## src/rtl/rx_fifo_idle_pkg.sv

```systemverilog
package rx_fifo_idle_pkg;
  localparam int unsigned DATA_W     = 8;
  localparam int unsigned FRAME_BITS = 10;                  // start + 8 data + stop
  localparam int unsigned IDLE_BITS  = (FRAME_BITS * 3) / 2; // 1.5 frames
endpackage

```

## src/rtl/rx_fifo_idle_queue.sv

```systemverilog
module rx_fifo_idle_queue #(
  parameter int unsigned DEPTH  = 16,
  parameter int unsigned DATA_W = 8,
  localparam int unsigned PTR_W = (DEPTH > 1) ? $clog2(DEPTH) : 1,
  localparam int unsigned CNT_W = $clog2(DEPTH + 1)
) (
  input  logic              clk_i,
  input  logic              rst_ni,
  input  logic              push_i,
  input  logic [DATA_W-1:0] data_i,
  input  logic              pop_i,
  output logic [DATA_W-1:0] data_o,
  output logic [CNT_W-1:0]  count_o,
  output logic              push_ok_o
);
  logic [DATA_W-1:0] mem_q [DEPTH];
  logic [PTR_W-1:0]  wptr_q, rptr_q;
  logic [CNT_W-1:0]  cnt_q;
  logic              push_ok, pop_ok;

  assign push_ok = push_i && (cnt_q != CNT_W'(DEPTH));
  assign pop_ok  = pop_i && (cnt_q != '0);

  function automatic logic [PTR_W-1:0] nxt(input logic [PTR_W-1:0] p);
    return (p == PTR_W'(DEPTH - 1)) ? '0 : p + 1'b1;
  endfunction

  always_ff @(posedge clk_i or negedge rst_ni) begin
    if (!rst_ni) begin
      wptr_q <= '0;
      rptr_q <= '0;
      cnt_q  <= '0;
    end else begin
      if (push_ok) wptr_q <= nxt(wptr_q);
      if (pop_ok)  rptr_q <= nxt(rptr_q);
      case ({push_ok, pop_ok})
        2'b10:   cnt_q <= cnt_q + 1'b1;
        2'b01:   cnt_q <= cnt_q - 1'b1;
        default: cnt_q <= cnt_q;
      endcase
    end
  end

  always_ff @(posedge clk_i) begin
    if (push_ok) mem_q[wptr_q] <= data_i;
  end

  assign data_o    = mem_q[rptr_q];
  assign count_o   = cnt_q;
  assign push_ok_o = push_ok;
endmodule

```

## src/rtl/rx_fifo_idle_timer.sv

```systemverilog
module rx_fifo_idle_timer #(
  parameter int unsigned IDLE_BITS = 15,
  localparam int unsigned T_W = $clog2(IDLE_BITS + 1)
) (
  input  logic clk_i,
  input  logic rst_ni,
  input  logic stop_i,    // byte completed
  input  logic busy_i,
  input  logic tick_i,
  input  logic empty_i,
  input  logic fire_i,    // flag actually set this cycle
  output logic expire_o
);
  logic [T_W-1:0] cnt_q;
  logic           fired_q;

  always_ff @(posedge clk_i or negedge rst_ni) begin
    if (!rst_ni) begin
      cnt_q   <= '0;
      fired_q <= 1'b0;
    end else begin
      if (stop_i || empty_i)
        cnt_q <= '0;
      else if (tick_i && !busy_i && cnt_q != T_W'(IDLE_BITS))
        cnt_q <= cnt_q + 1'b1;

      if (stop_i)      fired_q <= 1'b0;
      else if (fire_i) fired_q <= 1'b1;
    end
  end

  assign expire_o = (cnt_q == T_W'(IDLE_BITS)) && !fired_q && !empty_i && !busy_i;
endmodule

```

## src/rtl/rx_fifo_idle_status.sv

```systemverilog
module rx_fifo_idle_status #(
  parameter int unsigned CNT_W = 5
) (
  input  logic             clk_i,
  input  logic             rst_ni,
  input  logic             expire_i,
  input  logic [CNT_W-1:0] count_i,
  input  logic [CNT_W-1:0] trig_i,
  input  logic             fifo_en_i,
  input  logic             async_i,
  input  logic             err_fer_i,   // accepted byte flagged
  input  logic             err_per_i,
  input  logic             stat_rd_i,
  input  logic             stat_wr_i,
  input  logic             wr_dr_i,
  input  logic             wr_fer_i,
  input  logic             wr_per_i,
  output logic             dr_set_o,
  output logic             rdf_o,
  output logic             dr_o,
  output logic             fer_o,
  output logic             per_o
);
  logic dr_q, fer_q, per_q, armed_q, fen_q;
  logic below, fen_rise, dr_clr;

  assign below    = count_i < trig_i;
  assign fen_rise = fifo_en_i && !fen_q;
  assign dr_set_o = expire_i && below && !fer_q && !per_q && fifo_en_i && async_i;
  assign dr_clr   = (stat_wr_i && !wr_dr_i && armed_q && count_i == '0) || fen_rise;

  always_ff @(posedge clk_i or negedge rst_ni) begin
    if (!rst_ni) begin
      dr_q    <= 1'b0;
      fer_q   <= 1'b0;
      per_q   <= 1'b0;
      armed_q <= 1'b0;
      fen_q   <= 1'b0;
    end else begin
      fen_q <= fifo_en_i;
      if (dr_clr)        dr_q <= 1'b0;
      else if (dr_set_o) dr_q <= 1'b1;

      if (stat_wr_i)      armed_q <= 1'b0;
      else if (stat_rd_i) armed_q <= dr_q;

      if (err_fer_i)                  fer_q <= 1'b1;
      else if (stat_wr_i && !wr_fer_i) fer_q <= 1'b0;
      if (err_per_i)                  per_q <= 1'b1;
      else if (stat_wr_i && !wr_per_i) per_q <= 1'b0;
    end
  end

  assign rdf_o = !below;
  assign dr_o  = dr_q;
  assign fer_o = fer_q;
  assign per_o = per_q;
endmodule

```

## src/rtl/rx_fifo_idle_flags.sv

```systemverilog
module rx_fifo_idle_flags
  import rx_fifo_idle_pkg::*;
#(
  parameter int unsigned DEPTH = 16,
  localparam int unsigned CNT_W = $clog2(DEPTH + 1)
) (
  input  logic              clk_i,
  input  logic              rst_ni,
  input  logic              rx_valid_i,
  input  logic [DATA_W-1:0] rx_data_i,
  input  logic              rx_fer_i,
  input  logic              rx_per_i,
  input  logic              rx_busy_i,
  input  logic              bit_tick_i,
  input  logic              pop_i,
  output logic [DATA_W-1:0] rd_data_o,
  output logic [CNT_W-1:0]  fill_o,
  input  logic              stat_rd_i,
  input  logic              stat_wr_i,
  input  logic              wr_dr_i,
  input  logic              wr_fer_i,
  input  logic              wr_per_i,
  input  logic              fifo_en_i,
  input  logic              async_i,
  input  logic [CNT_W-1:0]  trig_i,
  input  logic              rdf_ie_i,
  input  logic              dr_ie_i,
  output logic              rdf_o,
  output logic              dr_o,
  output logic              fer_o,
  output logic              per_o,
  output logic              irq_o
);
  logic             push_ok, expire, dr_set;
  logic [CNT_W-1:0] count;

  rx_fifo_idle_queue #(.DEPTH(DEPTH), .DATA_W(DATA_W)) u_queue (
    .clk_i, .rst_ni,
    .push_i   (rx_valid_i),
    .data_i   (rx_data_i),
    .pop_i    (pop_i),
    .data_o   (rd_data_o),
    .count_o  (count),
    .push_ok_o(push_ok)
  );

  rx_fifo_idle_timer #(.IDLE_BITS(IDLE_BITS)) u_timer (
    .clk_i, .rst_ni,
    .stop_i  (rx_valid_i),
    .busy_i  (rx_busy_i),
    .tick_i  (bit_tick_i),
    .empty_i (count == '0),
    .fire_i  (dr_set),
    .expire_o(expire)
  );

  rx_fifo_idle_status #(.CNT_W(CNT_W)) u_status (
    .clk_i, .rst_ni,
    .expire_i (expire),
    .count_i  (count),
    .trig_i   (trig_i),
    .fifo_en_i(fifo_en_i),
    .async_i  (async_i),
    .err_fer_i(push_ok && rx_fer_i),
    .err_per_i(push_ok && rx_per_i),
    .stat_rd_i(stat_rd_i),
    .stat_wr_i(stat_wr_i),
    .wr_dr_i  (wr_dr_i),
    .wr_fer_i (wr_fer_i),
    .wr_per_i (wr_per_i),
    .dr_set_o (dr_set),
    .rdf_o    (rdf_o),
    .dr_o     (dr_o),
    .fer_o    (fer_o),
    .per_o    (per_o)
  );

  assign fill_o = count;
  assign irq_o  = (rdf_o && rdf_ie_i) || (dr_o && dr_ie_i);
endmodule

```

## config.mk

```make
export PLATFORM = sky130hd
export DESIGN_NAME = rx_fifo_idle_flags
export DESIGN_NICKNAME = d
export VERILOG_FILES = /design/src/rtl/rx_fifo_idle_pkg.sv /design/src/rtl/rx_fifo_idle_queue.sv /design/src/rtl/rx_fifo_idle_timer.sv /design/src/rtl/rx_fifo_idle_status.sv /design/src/rtl/rx_fifo_idle_flags.sv
export SDC_FILE = /design/constraint.sdc
export NUM_CORES = 1
export LEC_CHECK = 0
export BUFFER_PORTS_ARGS = -buffer_cell sky130_fd_sc_hd__buf_2
export CAP_MARGIN = 25
export CORE_MARGIN = 2
export CORE_UTILIZATION = 55
export CTS_BUF_LIST = sky130_fd_sc_hd__clkbuf_4
export DETAILED_ROUTE_END_ITERATION = 8
export GPL_TIMING_DRIVEN = 0
export PLACE_DENSITY = 0.74
export SYNTH_ARGS = -nofsm -noshare
export SYNTH_HDL_FRONTEND = slang
export SYNTH_SLANG_ARGS = --single-unit
```

## constraint.sdc

```tcl
create_clock -name clk_i -period 8.4 [get_ports clk_i]
set_input_delay 0.42 -clock clk_i [delete_from_list [all_inputs] [get_ports clk_i]]
set_output_delay 0.42 -clock clk_i [all_outputs]
set_load 0.01 [all_outputs]
```

[Word-level counts from Yosys, hierarchy flattened]
Memories as Yosys holds them, arrays and structs flattened.
Cells that the tools add are included.
Word-level totals
  input bits: 30
  logic and storage cells: 84
  memories: 1
  bits in latches: 0
  RAM bits: 128
  register bits: 23
  bits in read-only memories: 0
Memories
  u_queue.mem_q: depth 16, bits a word 8, read ports 1, clocked after Yosys merged registers in 0, wr ports 1, RTL line rx_fifo_idle_queue.sv:16  | logic [DATA_W-1:0] mem_q [DEPTH];
Cells by class
  divide/modulo/power cells: 0
  muxes and demuxes: 16
  add/subtract/negate cells: 5
  bitwise logic cells: 0
  shift-type cells: 0
  multipliers: 0
  reductions and logical operators: 44
  order comparisons: 1
  equal/unequal tests: 7
Operators with widths (count)
  logical AND 1 bit: 22
  2-to-1 mux 4 bit: 4
  nonzero test 2 bit: 7
  adder 4 x 1 -> 4 bit, second input constant: 3
  == test 4 bit, second input constant: 3
  2-to-1 mux 1 bit: 11
  logical NOT 1 bit: 10
  one-hot mux 5 bit (2 select lines): 1
  adder 5 x 1 -> 5 bit, second input constant: 1
  logical NOT 5 bit: 1
  less-than comparator 5 bit: 1
  inequality test 5 bit, second input constant: 1
  nonzero test 5 bit: 1
  subtractor 5 x 1 -> 5 bit, second input constant: 1
  inequality test 4 bit, second input constant: 1
  logical OR 1 bit: 3
  == test 2 x 1 -> 1 bit, second input constant: 1
  == test 2 bit, second input constant: 1

[Depth between registers and ports, before layout]
Gate-level depths: netlist of the first run.
  word-level depth: 11
  gate-level depth with buffers: 11
  mapped depth without buffers: 10

[Modules after synthesis]
From an unflattened synthesis of the first run, not the netlist that was laid out.
Second synthesis, totals
  cell total of the unflattened synthesis: 378
  area total of the unflattened synthesis: 6407.4 µm²
Modules (own cells, without submodules)
  rx_fifo_idle_queue: times used 1, cells an instance 309, area an instance 5748.0 µm²
  rx_fifo_idle_status: times used 1, cells an instance 36, area an instance 340.3 µm²
  rx_fifo_idle_timer: times used 1, cells an instance 28, area an instance 286.5 µm²
  rx_fifo_idle_flags: times used 1, cells an instance 5, area an instance 32.5 µm²

[Worst setup path before layout of the first run]
Ideal clock, no wire load.
  path type: flip-flop to flip-flop
  from: reg u_queue.cnt_q[1] (netlist: u_queue.count_o[1])
  to: reg u_queue.cnt_q[4] (netlist: u_queue.count_o[4])
  setup time: 0.154 ns
  slack: 5.663 ns
  clock period less this slack: 2.737 ns
  arrival time: 2.583 ns
  required time: 8.246 ns
  cell stages (with the launch flop): 10
  path buffers: 0
  cell sequence: dfrtp_1 or4_4 o21ai_4 inv_1 ha_1 ha_1 nor2b_1 o21a_1 o311ai_0 o311ai_0
Between the ends
  word-level cells in the longest chain between the ends: 4
  elaborated cells between the ends (all ways): 10
  those cells by class: 2 x add/sub; 3 x eq/ne; 1 x mux; 4 x reduce/logical
RTL lines
  start: declaration: RTL line rx_fifo_idle_queue.sv:18  | logic [CNT_W-1:0] cnt_q;
  start signal: assignment: RTL line rx_fifo_idle_queue.sv:37  | 2'b10: cnt_q <= cnt_q + 1'b1;
  start signal: assignment: RTL line rx_fifo_idle_queue.sv:38  | 2'b01: cnt_q <= cnt_q - 1'b1;
  start signal: assignment: RTL line rx_fifo_idle_queue.sv:39  | default: cnt_q <= cnt_q;
  nonzero test 5 bit (*): RTL line rx_fifo_idle_queue.sv:22  | assign pop_ok = pop_i && (cnt_q != '0);
  logical AND 1 bit (*): RTL line rx_fifo_idle_queue.sv:22
  via u_queue.pop_ok: RTL line rx_fifo_idle_queue.sv:19  | logic push_ok, pop_ok;
  == test 2 x 1 -> 1 bit or == test 2 bit (tied branches): RTL line rx_fifo_idle_queue.sv:36  | case ({push_ok, pop_ok})
  one-hot mux 5 bit (2 select lines) or nonzero test 2 bit (tied branches)
The timed path passes the listed nets; every way through them passes the cells marked *.
A chain may end at the register's enable or synchronous reset.

[Worst setup path in the final report of the first run]
  from: reg u_queue.cnt_q[1] (netlist: u_queue.count_o[1])
  to: reg u_queue.cnt_q[4] (netlist: u_queue.count_o[4])
Between the ends
  word-level cells in the longest chain between the ends: 4
  elaborated cells between the ends (all ways): 10
  those cells by class: 2 x add/sub; 3 x eq/ne; 1 x mux; 4 x reduce/logical
RTL lines
  branches (longest 4 deep; another with subtractor 5 x 1 -> 5 bit)
Parallel ways; which one is timed is not known.

==> impl_metrics.env, run 1 <==
export IMPL_setup_violations_final=0
export IMPL_reg2reg_to="u_queue.count_o[4]$_DFFE_PN0P_"
export IMPL_min_to="u_status.armed_q$_DFFE_PN0P_"
export IMPL_drc_errors=0
export IMPL_fin_nets=477
export IMPL_clkLatencyLatePin_ns=0.53
export IMPL_p_int_w=0.001415
export IMPL_die_width_um=111.4
export IMPL_hpwl_um=8244
export IMPL_holdPathStages=2
export IMPL_grt_antenna_before_repair=1
export IMPL_hold_path_class="in -> reg"
export IMPL_cts_tree="done"
export IMPL_rsz0062_at_grt="false"
export IMPL_post_route_period_util=0.3672
export IMPL_area_growth_syn_to_layout_pct=11.58
export IMPL_cp_required_ns=8.78
export IMPL_io_buffers=47
export IMPL_cts_hold_buf=2
export IMPL_ys_warn_count=0
export IMPL_synth_seq_cells=151
export IMPL_p_clk_frac=0.203
export IMPL_status="finished clean"
export IMPL_fmax_mhz=324.2
export IMPL_grt_usage=0.2138
export IMPL_wl_per_cell_um=20.88
export IMPL_async_flop_share=0.1523
export IMPL_hold_viol_final=0
export IMPL_synth_cell_types=46
export IMPL_fin_crit_ns=3.085
export IMPL_syn_area_um2=6344
export IMPL_synth_edf_count=128
export IMPL_synth_ff_type="edfxtp_1"
export IMPL_instances_no_fill=589
export IMPL_vias_per_cell=5.857
export IMPL_relSlewSlack=0.4631
export IMPL_cts_root_buf="clkbuf_4"
export IMPL_switching_share=0.3403
export IMPL_switching_power_w=0.0007300
export IMPL_clk_path_buf_depth=2
export IMPL_grt_pass1_vias=3535
export IMPL_r2r_start="u_queue.count_o[1]$_DFFE_PN0P_"
export IMPL_grt_overflow=0
export IMPL_die_h_um=111.4
export IMPL_syn_num_nets=405
export IMPL_arrival_ns=3.47
export IMPL_drive_gt1_frac=0.2382
export IMPL_syn_inst=360
export IMPL_drtIter0Drc=286
export IMPL_place_inst=554
export IMPL_vdd_drop_max_mv=0.1812
export IMPL_ant_nets=0
export IMPL_rows=39
export IMPL_grt_pass1_wl_um=19250
export IMPL_ff2ff_path_depth=10
export IMPL_ios=48
export IMPL_end_kind="flip-flop"
export IMPL_coreArea_um2=11320
export IMPL_path_max_fanout=10
export IMPL_synth_area_per_cell_um2=17.62
export IMPL_critPathLaunchType="flip-flop"
export IMPL_p_leak_nw=2.594
export IMPL_cts_buffers=17
export IMPL_cts_setup_buffers=0
export IMPL_combPwrFrac=0.349
export IMPL_pwr_density_cell_nw_per_um2=303.0
export IMPL_initial_utilization=0.5603
export IMPL_cts_sinks=151
export IMPL_worstSetupPathType="reg -> reg"
export IMPL_routabilityCongestion=0.7883
export IMPL_fin_skew_ns=0.01707
export IMPL_wl_um=12300
export IMPL_htree_levels=4
export IMPL_yosysSeqAreaShare=0.6966
export IMPL_crit_start="u_queue.count_o[1]$_DFFE_PN0P_"
export IMPL_die_area_um2=12410
export IMPL_maxCapViolations=0
export IMPL_cts_reportedPaths_clkPinSlew_ns=0.13
export IMPL_dr_pass1_iters=5
export IMPL_p_total_w=0.002145
export IMPL_worstMarginPinSlew_ns=0.8023
export IMPL_r2r_slack_ns=5.32
export IMPL_power_frac_seq=0.448
export IMPL_maxSlewViolCount=0
export IMPL_tns_ns=0
export IMPL_dr_total_vias=3450
export IMPL_hold_start="stat_wr_i"
export IMPL_grt_max_degree=24
export IMPL_cts_resized=0
==> metrics by stage <==
stage / hold slack [ns] / utilization / worst slack [ns] / cell area, µm²
after floorplan: 0.1244 / - / 5.663 / 6344
after global placement: 0.4287 / 0.5969 / 5.502 / 6758
after detailed placement: 0.4410 / 0.5987 / 5.278 / 6778
after CTS: 0.02986 / 0.6250 / 5.280 / 7076
after global routing: 0.02480 / 0.6252 / 4.867 / 7078
final: 0.07362 / 0.6252 / 5.315 / 7078
==> power groups by stage <==
stage	combinational (W)	clock, W	sequential [W]
floorplan	0.000513	0	0.000968
global placement	0.000729	0	0.000971
detailed placement	0.000754	0	0.000976
CTS	0.000757	0.000443	0.000960
global route	0.000827	0.000477	0.000971
finish	0.000749	0.000436	0.000960
==> logic make-up after synthesis <==
logic type	Yosys count	synth area share
AO/OA/AOI/OAI	49	0.05562
XOR/XNOR	7	0.009665
adder cells (fa/ha/maj)	15	0.03077
buffers and inverters	27	0.02189
flip-flops	151	0.6966
multiplexers	35	0.1268
AND/OR/NAND/NOR	76	0.05858
==> synth_stat cells, types with 3 or more instances <==
cell type,instances,area share
xor2_1,4,0.0055
xnor2_1,3,0.0041
buf_1,4,0.0024
mux4_2,18,0.064
nor2_1,16,0.0095
nor3_1,9,0.0071
a22o_1,4,0.0055
inv_1,12,0.0071
nand2_1,21,0.012
nand2b_1,9,0.0089
clkbuf_1,5,0.0030
a21oi_1,4,0.0032
o21ai_0,9,0.0071
ha_1,14,0.028
a21o_1,4,0.0047
nor2b_1,4,0.0039
dfrtp_1,23,0.091
edfxtp_1,128,0.61
a22oi_1,16,0.019
mux4_1,14,0.058
nand3_1,7,0.0055
nor4_1,3,0.0030
==> state kept, by name (all words and copies together) (netlist names) <==
register          cells
u_queue.wptr_q        4
u_status.fen_q        1
u_queue.count_o       5
u_status.per_o        1
u_status.fer_o        1
u_queue.rptr_q        4
u_status.dr_o         1
u_timer.fired_q       1
u_timer.cnt_q         4
u_queue.mem_q       128
u_status.armed_q      1
==> cell type report <==
type / instances / area (µm²)
Sequential cell: 151 / 4419
Multi-Input combinational cell: 182 / 1785
Fill cell: 853 / 4243
Inverter: 12 / 45.04
Buffer: 15 / 93.84
Clock inverter: 15 / 150.1
Tap cell: 143 / 178.9
Clock buffer: 17 / 127.6
Antenna cell: 1 / 2.502
Timing Repair Buffer: 53 / 275.3
==> critical path: stages (launching register included) <==
cell      delay [ns]
dfrtp_1         0.49
nor4_1          0.42
a21boi_1        0.18
buf_2           0.22
inv_1           0.08
ha_1            0.31
ha_1            0.32
nor2b_1         0.16
o21a_1          0.19
o311ai_0        0.36
o311ai_0        0.21
==> per-layer routing <==
layer | GRT usage | wire (µm) | vias to the layer above
li1 | - | - | 1593
met1 | 0.2800 | 5076 | 1743
met2 | 0.3626 | 6462 | 103
met3 | 0.04682 | 589 | 11
met4 | 0.06914 | 169 | 0
met5 | 0 | 0 | -
==> cell usage in the layout (no fill, tap or decap), types with 4 or more instances in the layout <==
cell type,count
edfxtp_1,128
buf_2,53
dfrtp_1,23
nand2_1,21
mux4_2,18
clkbuf_4,17
nor2_1,16
a22oi_1,16
mux4_1,14
ha_1,14
inv_1,12
nand2b_1,9
nor3_1,9
o21ai_0,9
nand3_1,7
clkbuf_1,5
nor2b_1,4
buf_1,4
a21oi_1,4
a21o_1,4
a22o_1,4
xor2_1,4
inv_6,4
==> worst max-delay path by stage <==
| stage | endpoint | slack, ns | depth (start not counted) |
|---|---|---|---|
| after global routing | u_queue.count_o[4]$_DFFE_PN0P_ | 4.87 | 10 |
| after detailed placement | u_queue.count_o[4]$_DFFE_PN0P_ | 5.28 | 10 |
| after global placement | u_queue.count_o[4]$_DFFE_PN0P_ | 5.50 | 10 |
| after floorplan | u_queue.count_o[4]$_DFFE_PN0P_ | 5.66 | 9 |
| after CTS | u_queue.count_o[4]$_DFFE_PN0P_ | 5.28 | 10 |
| final | u_queue.count_o[4]$_DFFE_PN0P_ | 5.32 | 10 |
(Power assumes the default switching activity.)
==> run 2: changes to the inputs <==
- ABC_AREA: default -> 1
- PLACE_DENSITY: 0.74 -> 0.77
- clock period: 8.4 -> 2.7 ns (I/O delays scaled with it)
==> impl_metrics.env, run 2 <==
export IMPL_critPathLaunchType="flip-flop"
export IMPL_io_buffers=47
export IMPL_setup_violations_final=0
export IMPL_cts_tree="done"
export IMPL_cts_root_buf="clkbuf_4"
export IMPL_fin_skew_ns=0.02876
export IMPL_worstMarginPinSlew_ns=0.7992
export IMPL_syn_area_um2=6639
export IMPL_maxSlewViolCount=0
export IMPL_async_flop_share=0.1523
export IMPL_ys_warn_count=0
export IMPL_path_max_fanout=7
export IMPL_diodes=0
export IMPL_end_kind="flip-flop"
export IMPL_synth_area_leaders="edfxtp_1 (58%), nor2_1 (9.2%), dfrtp_1 (8.7%), nand2_1 (5.5%), o21ai_0 (4.7%)"
export IMPL_pwr_density_cell_nw_per_um2=998.9
export IMPL_cts_reportedPaths_clkPinSlew_ns=0.13
export IMPL_wl_per_cell_um=17.01
export IMPL_routabilityCongestion=0.8928
export IMPL_fin_nets=769
export IMPL_die_area_um2=12970
export IMPL_grt_pass1_wl_um=23670
export IMPL_coreArea_um2=11910
export IMPL_grt_max_degree=24
export IMPL_post_route_period_util=0.8839
export IMPL_drtIter0Drc=556
export IMPL_cts_setup_buffers=0
export IMPL_p_total_w=0.007638
export IMPL_cts_buffers=17
export IMPL_synth_edf_count=128
export IMPL_yosysSeqAreaShare=0.6657
export IMPL_cts_sinks=151
export IMPL_initial_utilization=0.5574
export IMPL_ios=48
export IMPL_grt_overflow=0
export IMPL_maxCapViolations=0
export IMPL_drive_gt1_frac=0.1330
export IMPL_synthDominantCellAreaShare=0.5790
export IMPL_whs_ns=0.04198
export IMPL_layout_common_cells="nor2_1 (162), edfxtp_1 (128), nand2_1 (98), o21ai_0 (62), buf_2 (53)"
export IMPL_p_leak_nw=3.104
export IMPL_synth_commonest_cells="nor2_1 (162), edfxtp_1 (128), nand2_1 (98)"
export IMPL_drc_errors=0
export IMPL_top_register="u_queue.mem_q"
export IMPL_grt_pass1_vias=4705
export IMPL_dr_pass1_iters=5
export IMPL_ant_nets=0
export IMPL_die_width_um=113.9
export IMPL_worstSetupPathType="reg -> reg"
export IMPL_synth_area_per_cell_um2=10.44
export IMPL_fin_crit_ns=2.387
export IMPL_cp_required_ns=3.14
export IMPL_relSlewSlack=0.4653
export IMPL_tns_ns=0
export IMPL_synth_ff_type="edfxtp_1"
export IMPL_rsz0062_at_grt="false"
export IMPL_area_growth_syn_to_layout_pct=15.17
export IMPL_fmax_mhz=419.0
export IMPL_vias_per_cell=5.402
export IMPL_yosys_area_top_type="edfxtp_1"
export IMPL_rows=40
export IMPL_hold_viol_final=0
export IMPL_synth_seq_cells=151
export IMPL_syn_inst=636
export IMPL_dr_total_vias=4775
export IMPL_status="finished clean"
export IMPL_synth_most_common_cell="nor2_1"
export IMPL_clk_path_buf_depth=2
export IMPL_wl_um=15040
export IMPL_hold_path_class="in -> reg"
export IMPL_clkLatencyLatePin_ns=0.55
export IMPL_hpwl_um=9847
export IMPL_htree_levels=4
export IMPL_vdd_drop_max_mv=0.5007
export IMPL_synth_cell_types=26
export IMPL_final_common_cell="nor2_1"
export IMPL_arrival_ns=2.82
export IMPL_grt_usage=0.2452
export IMPL_die_h_um=113.9
export IMPL_syn_num_nets=681
export IMPL_grt_antenna_before_repair=0
export IMPL_largest_reg_flops=128
[run 2: cell count changes in the layout (fill, tap and decap cells not counted), sizes merged, moves of 28 or more]
| cell | before | now |
|---|---|---|
| nand3 | 7 | 35 |
| o21ai | 11 | 80 |
| nor2 | 16 | 162 |
| nand2 | 21 | 98 |
| inv | 16 | 51 |
| mux4 | 32 | 0 |
[run 2: final timing paths]
path | startpoint | slack, ns | endpoint | cells past startpoint
max in group asynchronous | rst_ni | 2.23 | u_queue.rptr_q[0]$_DFFE_PN0P_ | 2
setup reg to reg | u_queue.count_o[0]$_DFFE_PN0P_ | 0.31 | u_queue.count_o[4]$_DFFE_PN0P_ | 15
min in group asynchronous | rst_ni | 0.08 | u_status.dr_o$_DFFE_PN0P_ | 2
hold reg to reg | u_queue.count_o[0]$_DFFE_PN0P_ | 0.54 | u_queue.count_o[0]$_DFFE_PN0P_ | 1
setup / recovery | u_queue.count_o[0]$_DFFE_PN0P_ | 0.31 | u_queue.count_o[4]$_DFFE_PN0P_ | 15
hold / removal | async_i | 0.04 | u_status.dr_o$_DFFE_PN0P_ | 7
[run 2: where the power goes]
group / switching, W / total, W / leakage, nW / internal [W]
registers: 0.000160 / 0.00298 / 1.44 / 0.00282
logic: 0.00193 / 0.00294 / 1.46 / 0.00101
clock network: 0.000778 / 0.00172 / 0.201 / 0.000941
[run 2: area by class of cell]
| class | count | area, µm² |
|---|---|---|
| sequential | 151 | 4419 |
| fill | 919 | 4265 |
| multi-input combinational | 411 | 1883 |
| timing repair buffer | 69 | 455.4 |
| clock inverter | 13 | 225.2 |
| inverter | 50 | 187.7 |
| tap | 147 | 183.9 |
| buffer | 24 | 148.9 |
| clock buffer | 19 | 142.6 |
[run 2: per-stage QoR]
stage | util | std cells | setup slack (ns) | area [µm²]
CTS | 0.6419 | 884 | 0.2987 | 7646
finish | 0.6419 | 884 | 0.3134 | 7646
global route | 0.6419 | 884 | 0.02697 | 7646
floorplan | - | 636 | 0.6238 | 6639
detailed placement | 0.5925 | 830 | 0.3230 | 7058
global placement | 0.5925 | 830 | 0.4010 | 7058
[run 2: routing by layer]
layer,vias up,global-route usage,share of wire
li1,2311,-,-
met1,2253,0.3235,0.42
met2,189,0.4120,0.49
met3,22,0.05579,0.073
met4,0,0.07154,0.017
met5,-,0,0
[run 2: repair_timing]
item	4_1_cts	5_1_grt
hold buffers	22	0
resized for setup	0	0
hold endpoints to repair	101	0
[run 2: worst max-delay path, stage by stage (launching register included)]
cell and delay, ns:
dfrtp_1 0.42, inv_1 0.14, nand4_1 0.18, nand2_1 0.12
inv_1 0.17, ha_1 0.30, inv_1 0.08, fa_1 0.37
inv_1 0.08, nand2_1 0.07, nand2_1 0.06, nand2_1 0.06
nand3b_1 0.08, nand2_1 0.05, nand2_1 0.05, nand2_1 0.04
[run 2: kinds of logic (layout without fill, tap and decap cells)]
| group | count (synthesis) | in the layout | synth area share |
|---|---|---|---|
| xor+xnor | 5 | 5 | 0.006598 |
| simple gates | 302 | 302 | 0.1800 |
| flops | 151 | 151 | 0.6657 |
| fa+ha+maj | 15 | 15 | 0.02940 |
| compound gates | 89 | 89 | 0.06766 |
| buf+inv | 74 | 175 | 0.05070 |
